==> config.mk <==
export PLATFORM = sky130hd
export DESIGN_NAME = edf_task_list
export DESIGN_NICKNAME = d
export VERILOG_FILES = /design/src/rtl/edf_pkg.sv /design/src/rtl/edf_seq.sv /design/src/rtl/edf_cell.sv /design/src/rtl/edf_task_list.sv
export SDC_FILE = /design/constraint.sdc
export NUM_CORES = 2
export LEC_CHECK = 0
export BUFFER_PORTS_ARGS = -buffer_cell sky130_fd_sc_hd__buf_2
export CORE_MARGIN = 2
export CORE_UTILIZATION = 24
export DETAILED_ROUTE_END_ITERATION = 8
export GPL_ROUTABILITY_DRIVEN = 0
export GPL_TIMING_DRIVEN = 0
export SETUP_SLACK_MARGIN = 0.2
export SYNTH_ARGS = -nofsm -noshare
export SYNTH_HDL_FRONTEND = slang
export SYNTH_SLANG_ARGS = --single-unit
==> constraint.sdc <==
create_clock -name clk -period 3.7 [get_ports clk]
set_clock_uncertainty 0.05 [all_clocks]
set_input_delay 0.37 -clock clk [delete_from_list [all_inputs] [get_ports clk]]
set_output_delay 0.37 -clock clk [all_outputs]
set_load 0.05 [all_outputs]
==> src/rtl/edf_pkg.sv <==
package edf_pkg;

   typedef enum logic [1:0] {
      SEQ_IDLE  = 2'd0,
      SEQ_CLEAR = 2'd1,
      SEQ_STEP  = 2'd2,
      SEQ_FIN   = 2'd3
   } seq_state_e;

   // Order of the four insertion steps; the sequencer advances through them in this order.
   typedef enum logic [1:0] {
      STP_COMPARE = 2'd0,
      STP_SHIFT   = 2'd1,
      STP_FILL    = 2'd2,
      STP_CHECK   = 2'd3
   } step_e;

   typedef struct packed {
      logic clear;
      logic compare;
      logic shift;
      logic fill;
      logic check;
   } cell_ctl_t;

endpackage

==> src/rtl/edf_seq.sv <==
module edf_seq
   import edf_pkg::*;
#(
   parameter  int NUM_CELLS = 16,
   localparam int CNT_W     = $clog2(NUM_CELLS + 1),
   localparam int IDX_W     = $clog2(NUM_CELLS)
) (
   input  logic             clk,
   input  logic             rst_n,
   input  logic             start,
   input  logic [CNT_W-1:0] task_cnt,
   output logic [IDX_W-1:0] task_idx,
   output logic             busy,
   output logic             done,
   output cell_ctl_t        ctl
);

   seq_state_e       state_q;
   step_e            step_q;
   logic             phase_q;
   logic [IDX_W-1:0] idx_q;
   logic [CNT_W-1:0] cnt_q;
   logic             act;
   logic             last_task;

   assign last_task = (CNT_W'(idx_q) + CNT_W'(1)) == cnt_q;

   always_ff @(posedge clk or negedge rst_n) begin
      if (!rst_n) begin
         state_q <= SEQ_IDLE;
         step_q  <= STP_COMPARE;
         phase_q <= 1'b0;
         idx_q   <= '0;
         cnt_q   <= '0;
      end else begin
         case (state_q)
            SEQ_IDLE: begin
               if (start) begin
                  cnt_q   <= (task_cnt > CNT_W'(NUM_CELLS)) ? CNT_W'(NUM_CELLS) : task_cnt;
                  state_q <= SEQ_CLEAR;
               end
            end
            SEQ_CLEAR: begin
               idx_q   <= '0;
               step_q  <= STP_COMPARE;
               phase_q <= 1'b0;
               state_q <= (cnt_q == '0) ? SEQ_FIN : SEQ_STEP;
            end
            SEQ_STEP: begin
               if (!phase_q) begin
                  phase_q <= 1'b1;
               end else begin
                  phase_q <= 1'b0;
                  step_q  <= step_e'(step_q + 2'd1);
                  if (step_q == STP_CHECK) begin
                     if (last_task) state_q <= SEQ_FIN;
                     else           idx_q   <= idx_q + IDX_W'(1);
                  end
               end
            end
            default: state_q <= SEQ_IDLE;
         endcase
      end
   end

   assign act         = (state_q == SEQ_STEP) && phase_q;
   assign ctl.clear   = (state_q == SEQ_CLEAR);
   assign ctl.compare = act && (step_q == STP_COMPARE);
   assign ctl.shift   = act && (step_q == STP_SHIFT);
   assign ctl.fill    = act && (step_q == STP_FILL);
   assign ctl.check   = act && (step_q == STP_CHECK);
   assign busy        = (state_q != SEQ_IDLE);
   assign done        = (state_q == SEQ_FIN);
   assign task_idx    = idx_q;

endmodule

==> src/rtl/edf_cell.sv <==
module edf_cell
   import edf_pkg::*;
#(
   parameter int ID_W   = 5,
   parameter int TIME_W = 16
) (
   input  logic              clk,
   input  logic              rst_n,
   input  cell_ctl_t         ctl,
   input  logic [ID_W-1:0]   bus_id,
   input  logic [TIME_W-1:0] bus_deadline,
   input  logic [TIME_W-1:0] bus_exec,
   input  logic              prv_valid,
   input  logic              prv_mark,
   input  logic [ID_W-1:0]   prv_id,
   input  logic [TIME_W-1:0] prv_deadline,
   input  logic [TIME_W-1:0] prv_cum,
   output logic              valid,
   output logic              mark,
   output logic              viol,
   output logic [ID_W-1:0]   id,
   output logic [TIME_W-1:0] deadline,
   output logic [TIME_W-1:0] cum
);

   logic is_gap;
   logic is_moved;

   // First marked cell receives the new task; marked cells behind it got shifted entries.
   assign is_gap   = mark && !prv_mark;
   assign is_moved = mark && prv_mark;

   always_ff @(posedge clk or negedge rst_n) begin
      if (!rst_n) begin
         valid    <= 1'b0;
         mark     <= 1'b0;
         viol     <= 1'b0;
         id       <= '0;
         deadline <= '0;
         cum      <= '0;
      end else if (ctl.clear) begin
         valid    <= 1'b0;
         mark     <= 1'b0;
         viol     <= 1'b0;
         id       <= '0;
         deadline <= '0;
         cum      <= '0;
      end else if (ctl.compare) begin
         mark <= !valid || (deadline > bus_deadline);
      end else if (ctl.shift) begin
         if (mark) begin
            valid    <= prv_valid;
            id       <= prv_id;
            deadline <= prv_deadline;
            cum      <= prv_cum;
         end
      end else if (ctl.fill) begin
         if (is_gap) begin
            valid    <= 1'b1;
            id       <= bus_id;
            deadline <= bus_deadline;
            cum      <= prv_cum + bus_exec;
         end else if (is_moved && valid) begin
            cum <= cum + bus_exec;
         end
      end else if (ctl.check) begin
         viol <= valid && (cum > deadline);
      end
   end

endmodule

==> src/rtl/edf_task_list.sv <==
module edf_task_list
   import edf_pkg::*;
#(
   parameter  int NUM_CELLS = 16,
   parameter  int ID_W      = 5,
   parameter  int TIME_W    = 16,
   localparam int CNT_W     = $clog2(NUM_CELLS + 1),
   localparam int IDX_W     = $clog2(NUM_CELLS)
) (
   input  logic                 clk,
   input  logic                 rst_n,
   input  logic                 start,
   input  logic [CNT_W-1:0]     task_cnt,
   input  logic [TIME_W-1:0]    now_time,
   output logic [IDX_W-1:0]     task_idx,
   input  logic [ID_W-1:0]      bus_id,
   input  logic [TIME_W-1:0]    bus_deadline,
   input  logic [TIME_W-1:0]    bus_exec,
   output logic                 busy,
   output logic                 done,
   output logic [ID_W-1:0]      head_id,
   output logic                 head_valid,
   output logic [NUM_CELLS-1:0] viol_mark,
   output logic                 sched_error
);

   if (NUM_CELLS < 2) begin : g_bad_cells
      $error("edf_task_list: NUM_CELLS must be at least 2");
   end
   if (ID_W < 1 || TIME_W < 2) begin : g_bad_widths
      $error("edf_task_list: ID_W and TIME_W too small");
   end

   cell_ctl_t                   ctl;
   logic [NUM_CELLS-1:0]        cell_valid;
   logic [NUM_CELLS-1:0]        cell_mark;
   logic [NUM_CELLS-1:0]        cell_viol;
   logic [NUM_CELLS*ID_W-1:0]   id_flat;
   logic [NUM_CELLS*TIME_W-1:0] dl_flat;
   logic [NUM_CELLS*TIME_W-1:0] cum_flat;

   edf_seq #(.NUM_CELLS(NUM_CELLS)) u_seq (
      .clk      (clk),
      .rst_n    (rst_n),
      .start    (start),
      .task_cnt (task_cnt),
      .task_idx (task_idx),
      .busy     (busy),
      .done     (done),
      .ctl      (ctl)
   );

   for (genvar g = 0; g < NUM_CELLS; g++) begin : g_cell
      logic              p_valid;
      logic              p_mark;
      logic [ID_W-1:0]   p_id;
      logic [TIME_W-1:0] p_dl;
      logic [TIME_W-1:0] p_cum;

      if (g == 0) begin : g_head
         // Constant predecessor: always valid, never marked, sum base is the current time.
         assign p_valid = 1'b1;
         assign p_mark  = 1'b0;
         assign p_id    = '0;
         assign p_dl    = '0;
         assign p_cum   = now_time;
      end else begin : g_link
         assign p_valid = cell_valid[g-1];
         assign p_mark  = cell_mark[g-1];
         assign p_id    = id_flat[(g-1)*ID_W +: ID_W];
         assign p_dl    = dl_flat[(g-1)*TIME_W +: TIME_W];
         assign p_cum   = cum_flat[(g-1)*TIME_W +: TIME_W];
      end

      edf_cell #(.ID_W(ID_W), .TIME_W(TIME_W)) u_cell (
         .clk          (clk),
         .rst_n        (rst_n),
         .ctl          (ctl),
         .bus_id       (bus_id),
         .bus_deadline (bus_deadline),
         .bus_exec     (bus_exec),
         .prv_valid    (p_valid),
         .prv_mark     (p_mark),
         .prv_id       (p_id),
         .prv_deadline (p_dl),
         .prv_cum      (p_cum),
         .valid        (cell_valid[g]),
         .mark         (cell_mark[g]),
         .viol         (cell_viol[g]),
         .id           (id_flat[g*ID_W +: ID_W]),
         .deadline     (dl_flat[g*TIME_W +: TIME_W]),
         .cum          (cum_flat[g*TIME_W +: TIME_W])
      );
   end

   assign head_id     = id_flat[ID_W-1:0];
   assign head_valid  = cell_valid[0];
   assign viol_mark   = cell_viol;
   assign sched_error = |(cell_viol & cell_valid);

endmodule

Word level (Yosys, flattened, before mapping)
Index checks and enable logic that the tools add are counted.

cells by class
  add/subtract/negate cells = 20
  magnitude comparators = 33
  eq/ne operators = 30
  mux-type cells = 435
  bitwise logic cells = 1
  reductions and logical operators = 190

operator list
  operator                                                         number
  16-bit two-way mux                                               207
  16-bit greater-than comparator                                   32
  16-bit adder                                                     17
  1-bit two-way mux                                                209
  4-bit AND reduction                                              33
  1-bit logical AND                                                66
  4-bit nonzero test                                               15
  3-bit nonzero test                                               16
  3-bit by 1-bit != test with 1-bit output, second input constant  15
  5-bit two-way mux                                                7
  1-bit zero test                                                  31
  16-bit bitwise AND                                               1
  1-bit logical OR                                                 16
  16-bit OR reduction                                              1
  4-bit two-way mux                                                3
  2-bit by 1-bit != test with 1-bit output, second input constant  6
  2-bit two-way mux                                                5
  2-bit nonzero test                                               5
  2-bit == test, second input constant                             4
  4-bit case mux with 2 select lines                               1
  2-bit case mux with 3 select lines                               1
  2-bit AND reduction                                              3
  4-bit by 1-bit adder with 5-bit output, second input constant    1
  5-bit == test                                                    1
  10 further kinds                                                 13

storage, ports and cells
  register bits after elaboration = 579
  input port bits = 61
  output and inout bits = 29
  word-level logic and storage cells = 795

Logic depth before layout (Yosys ltp)
  word-level depth = 8
  mapped depth = 12
  depth with buffers taken out = 12

By module
Synthesis repeated with hierarchy kept, for this count alone.

unflattened totals
  cell total of the unflattened synthesis = 6,972
  area, all modules = 61,226.2 µm²

by module, submodules not included
  module                             instances  cells each  area each (µm²)  sequential area each (µm²)
  edf_cell at g_cell[5].u_cell ...   5          435         3,803.6          1,001.0
  edf_cell at g_cell[11].u_cell ...  4          426         3,762.4          1,001.0
  edf_cell at g_cell[2].u_cell ...   3          433         3,772.4          1,001.0
  edf_cell at g_cell[10].u_cell      1          438         3,764.9          1,001.0
  edf_cell at g_cell[12].u_cell      1          425         3,723.6          1,001.0
  edf_cell at g_cell[1].u_cell       1          417         3,696.0          1,001.0
  edf_cell at g_cell[0].u_cell       1          408         3,607.2          1,001.0
  edf_seq                            1          95          940.9            350.3
  edf_task_list                      1          11          108.9            0.0

Worst setup path after synthesis
Ideal clock, no wire load.

  path type = input-to-reg
  start = input bus_exec[1]
  end = register g_cell[2].u_cell.cum[14]
  setup time = 0.132 ns
  data arrival time = 3.139 ns
  required time = 3.518 ns
  setup slack = 0.379 ns
  cell stages on the path = 11
  path buffers = 0
  path through = inv_1 fa_1 nor2b_1 o31a_1 a2111oi_1 o31ai_1 o41ai_1 o21ai_1 xor2_1 a221oi_1 a21oi_1

on the way
  cells in the longest elaborated chain, start to end = 7
  elaborated cells between the ends (all ways) = 8
  those cells by class = add/sub (2); mux (6)

RTL lines
  what                    line                 RTL
  start, declared         edf_task_list.sv:18  input logic [TIME_W-1:0] bus_exec,
  16-bit adder            edf_cell.sv:64       cum <= cum + bus_exec;
  16-bit two-way mux      edf_cell.sv:63       end else if (is_moved && valid) begin
  16-bit two-way mux (*)  edf_cell.sv:58       if (is_gap) begin
  16-bit two-way mux (*)  edf_cell.sv:57       end else if (ctl.fill) begin
  16-bit two-way mux (*)  edf_cell.sv:50       end else if (ctl.shift) begin
  16-bit two-way mux (*)  edf_cell.sv:48       end else if (ctl.compare) begin
  16-bit two-way mux (*)  edf_cell.sv:41       end else if (ctl.clear) begin
  end signal, assigned    edf_cell.sv:55       cum <= prv_cum;
  end signal, assigned    edf_cell.sv:62       cum <= prv_cum + bus_exec;
  end signal, assigned    edf_cell.sv:64
  end, declared           edf_cell.sv:23       output logic [TIME_W-1:0] cum

Every way passes the cells marked *; elsewhere a longest branch is shown, timed or not. The select of a mux whose other input is x is not followed.
A chain may end at the register's enable or synchronous reset.

Worst setup path after layout
  start = register u_seq.state_q[1]
  end = register g_cell[8].u_cell.mark

on the way
  cells in the longest elaborated chain, start to end = 4
  elaborated cells between the ends (all ways) = 6
  those cells by class = eq/ne (2); mux (1); reduce/logical (3)

RTL lines
  what                          line            RTL
  start, declared               edf_seq.sv:18   seq_state_e state_q;
  start signal, assigned        edf_seq.sv:47   state_q <= (cnt_q == '0) ? SEQ_FIN : SEQ_STEP;
  2-bit == test                 edf_seq.sv:66   assign act = (state_q == SEQ_STEP) && phase_q;
  1-bit logical AND             edf_seq.sv:66
  1-bit logical AND             edf_seq.sv:68   assign ctl.compare = act && (step_q == STP_COMPARE);
  2-bit nonzero test (no line)  n/a
  end signal, assigned          edf_cell.sv:49  mark <= !valid || (deadline > bus_deadline);
  end, declared                 edf_cell.sv:19  output logic mark,

Parallel ways exist; a longest one is shown, timed or not.

==> metrics.txt <==
outcome=complete, but fails checks; failing checks=DRC, setup timing; core area=around 210000 sq um; # DRC=8; Async SR Flop Fraction=100.0%; Highest Clock Rate=between 200 and 300 MHz; Mapped Cells=roughly 6000; post-route minimum period=3.878 ns; share of layout cells above drive strength 1=~7.3%; CP required=between 4 and 5 ns; Tcrit/Tclk final=104.8%; Avg Cell Area, Syn=between 8 and 9 sq um; sequential-to-total area share from yosys stat=28.62%; power density over the cells=between 900 and 1000 nW/um^2; Reg clk slew, reported paths=about 0.060 ns; Worst-Skew Late Latency=between 0.7 and 0.8 ns; nets@finish=~7100; Post-Synthesis Cell Area=roughly 51000 sq um; Max VDD drop=0.0004589 V; Fill cells=about 22000; IO buf count=88; Post-Syn Nets=slightly below 7000; Wirelength per Cell=approximately 30 um; worst min-delay path category=input port to flip-flop; Die W=~460 um; Worst setup SP type=flip-flop; storage element area=14490 sq um; pin count of the biggest net entering global routing=~120; Slew Limit Fails=0; Worst-Margin Slew=1.369 ns; CTS tree=built; Final WS setup=-0.1778 ns; number of global-route vias before repair=~51000; GR Util All Layers=between 20% and 30%; number of buffers created by CTS=75; clock sink total=~580; I/O pin count=90; Area growth, synth to finish=15.82%; yosys warns=0; Synth top area share=approximately 29%; post-route ant nets=0; initial core utilization=between 20% and 30%; clk buf depth=3; cell leakage power=around 27 nW; vias post-DR=about 55000; Setup violations, final=21; first-pass GRT wire length=378000 um; Crit Path Class=flip-flop to flip-flop; max_cap viols=0; #FFs+latches synth=approximately 580; cell accounting for the most synthesized area=dfrtp_1; ys flop type=dfrtp_1; synth top area cells=dfrtp_1 (29%), ha_1 (19%), a21oi_1 (6.6%); initial antenna violation count=38; relative slew slack=8.700%; total gr overflow=0; RSZ-0062 raised after global routing=yes; Routed Wire Length=273300 um; commonest cells after routing, fill and taps aside=ha_1 (776), a21oi_1 (664), dfrtp_1 (579); commonest non-fill, non-tap cell in the layout=ha_1; Final Hold Fails=0; Row Count=168; final HPWL from detailed placement=196600 um; via density per instance=between 6 and 7; WP data arrival=between 4 and 5 ns; first drt pass iteration count=9; DP Worst Slack=-2.174 ns; CTS H-tree lvls=3; Die Span Y=between 400 and 500 um; total die area=214600 sq um; CP max FO=10; CTS root buffer=clkbuf_16; EDFF count, synth=0; drt first-iter violations=roughly 8500; Multi-input gate area=approximately 34000 sq um; count of different cell masters after synthesis=87; Total Power=56.42 mW; Crit. End Element=flip-flop
## worst max-delay path, stage by stage, from the launching register on
cell and delay [ns]:
dfrtp_1 0.40, inv_1 0.11, ha_1 0.15, clkbuf_2 0.43
buf_1 0.99, a31oi_2 0.36, buf_6 0.29, clkbuf_2 0.52
a32o_1 0.43
## cells in the mapped netlist, types with 17 or more instances
master and count:
a32o_1 17, nand2b_1 79, a22oi_1 17, buf_1 24
dfrtp_1 579, o21a_1 94, inv_1 369, o31ai_1 37
or3_1 22, nand2_1 486, a211oi_1 291, a22o_1 67
nand4_1 125, clkbuf_1 230, a221oi_1 46, nor3_1 91
a21o_1 196, o21ai_0 135, mux2i_1 29, mux2_1 17
o21ai_1 170, o211ai_1 48, fa_1 17, nand3_1 100
a2111oi_0 19, a21oi_1 665, a311oi_1 19, xor2_1 74
ha_1 776, o221ai_1 28, nor2b_1 110, and3_1 29
a31oi_1 98, nor2_1 477, o21bai_1 21, xnor2_1 146
## through the flow
stage	utilization [%]	area, sq um	setup TNS, ns	cells	hold slack, ns
2_1_floorplan	-	50620	0	5988	0.02441
3_3_place_gp	26.04	54570	-7007.55	8881	0.4166
3_5_place_dp	26.30	55120	-717.63	8903	0.3284
4_1_cts	27.84	58350	0	9064	0.002512
5_1_grt	27.94	58550	0	9074	0.02925
6_report	27.97	58620	-1.935	9104	0.006826
## cells by family after synthesis
family | share of synthesized area (%)
adders and majority gates | 19.85
AOI/OAI and AO/OA | 27.24
and+or+nand+nor | 14.45
xor gates and xnor gates | 3.807
DFF | 28.62
buffers and inverters | 4.966
muxes | 1.063
## path summary, 6_finish.rpt
check | from | endpoint | slack [ns] | cells past startpoint
max | u_seq.state_q[1]$_DFFE_PN0P_ | g_cell[8].u_cell.mark$_DFFE_PN0P_ | -0.18 | 8
min | now_time[2] | g_cell[0].u_cell.cum[2]$_DFFE_PN0P_ | 0.007 | 3
max reg2reg | u_seq.state_q[1]$_DFFE_PN0P_ | g_cell[8].u_cell.mark$_DFFE_PN0P_ | -0.18 | 8
min reg2reg | g_cell[0].u_cell.id[4]$_DFFE_PN0P_ | g_cell[0].u_cell.id[4]$_DFFE_PN0P_ | 0.43 | 2
max in group asynchronous | rst_n | g_cell[15].u_cell.deadline[8]$_DFFE_PN0P_ | 1.47 | 5
min in group asynchronous | rst_n | g_cell[8].u_cell.cum[0]$_DFFE_PN0P_ | 0.16 | 2
## timing repair
action                     4_1_cts  5_1_grt
hold endpoints to repair        79        0
setup endpoints to repair      568      281
setup buffers                    3        1
pin swaps                        1        0
gates resized for setup        174       63
hold buffers                    25        0
## state kept, by name (all words and copies together), names as in the netlist
register,count
g_cell.u_cell.mark,16
g_cell.u_cell.deadline,256
g_cell.u_cell.id,5
u_seq.state_q,2
u_seq.cnt_q,5
g_cell.u_cell.valid,16
g_cell.u_cell.viol,16
u_seq.task_idx,4
u_seq.step_q,2
u_seq.phase_q,1
g_cell.u_cell.cum,256
## per-layer routing
layer	vias to the layer above	track usage [%]	part of all wire (%)
li1	22700	-	-
met1	26050	29.41	36
met2	4679	32.40	37
met3	1437	11.93	16
met4	23	19.56	10
met5	-	0.7353	0.11
## layout make-up
type	instances	share of cell area [%]
Antenna cell	39	0.1665
Sequential cell	579	24.72
Buffer	278	2.529
Timing Repair Buffer	139	2.025
Multi-Input combinational cell	4758	57.87
Inverter	373	2.393
Tap cell	2805	5.987
Clock inverter	25	0.6275
Clock buffer	108	3.686
## where the power goes
group	switching [mW]	total, mW	leakage, nW	internal, mW
registers	4.44	13.6	6.97	9.17
clock network	3.40	7.91	1.24	4.51
logic	22.5	34.9	18.4	12.5
No activity file was read; power rests on OpenSTA's default activity.
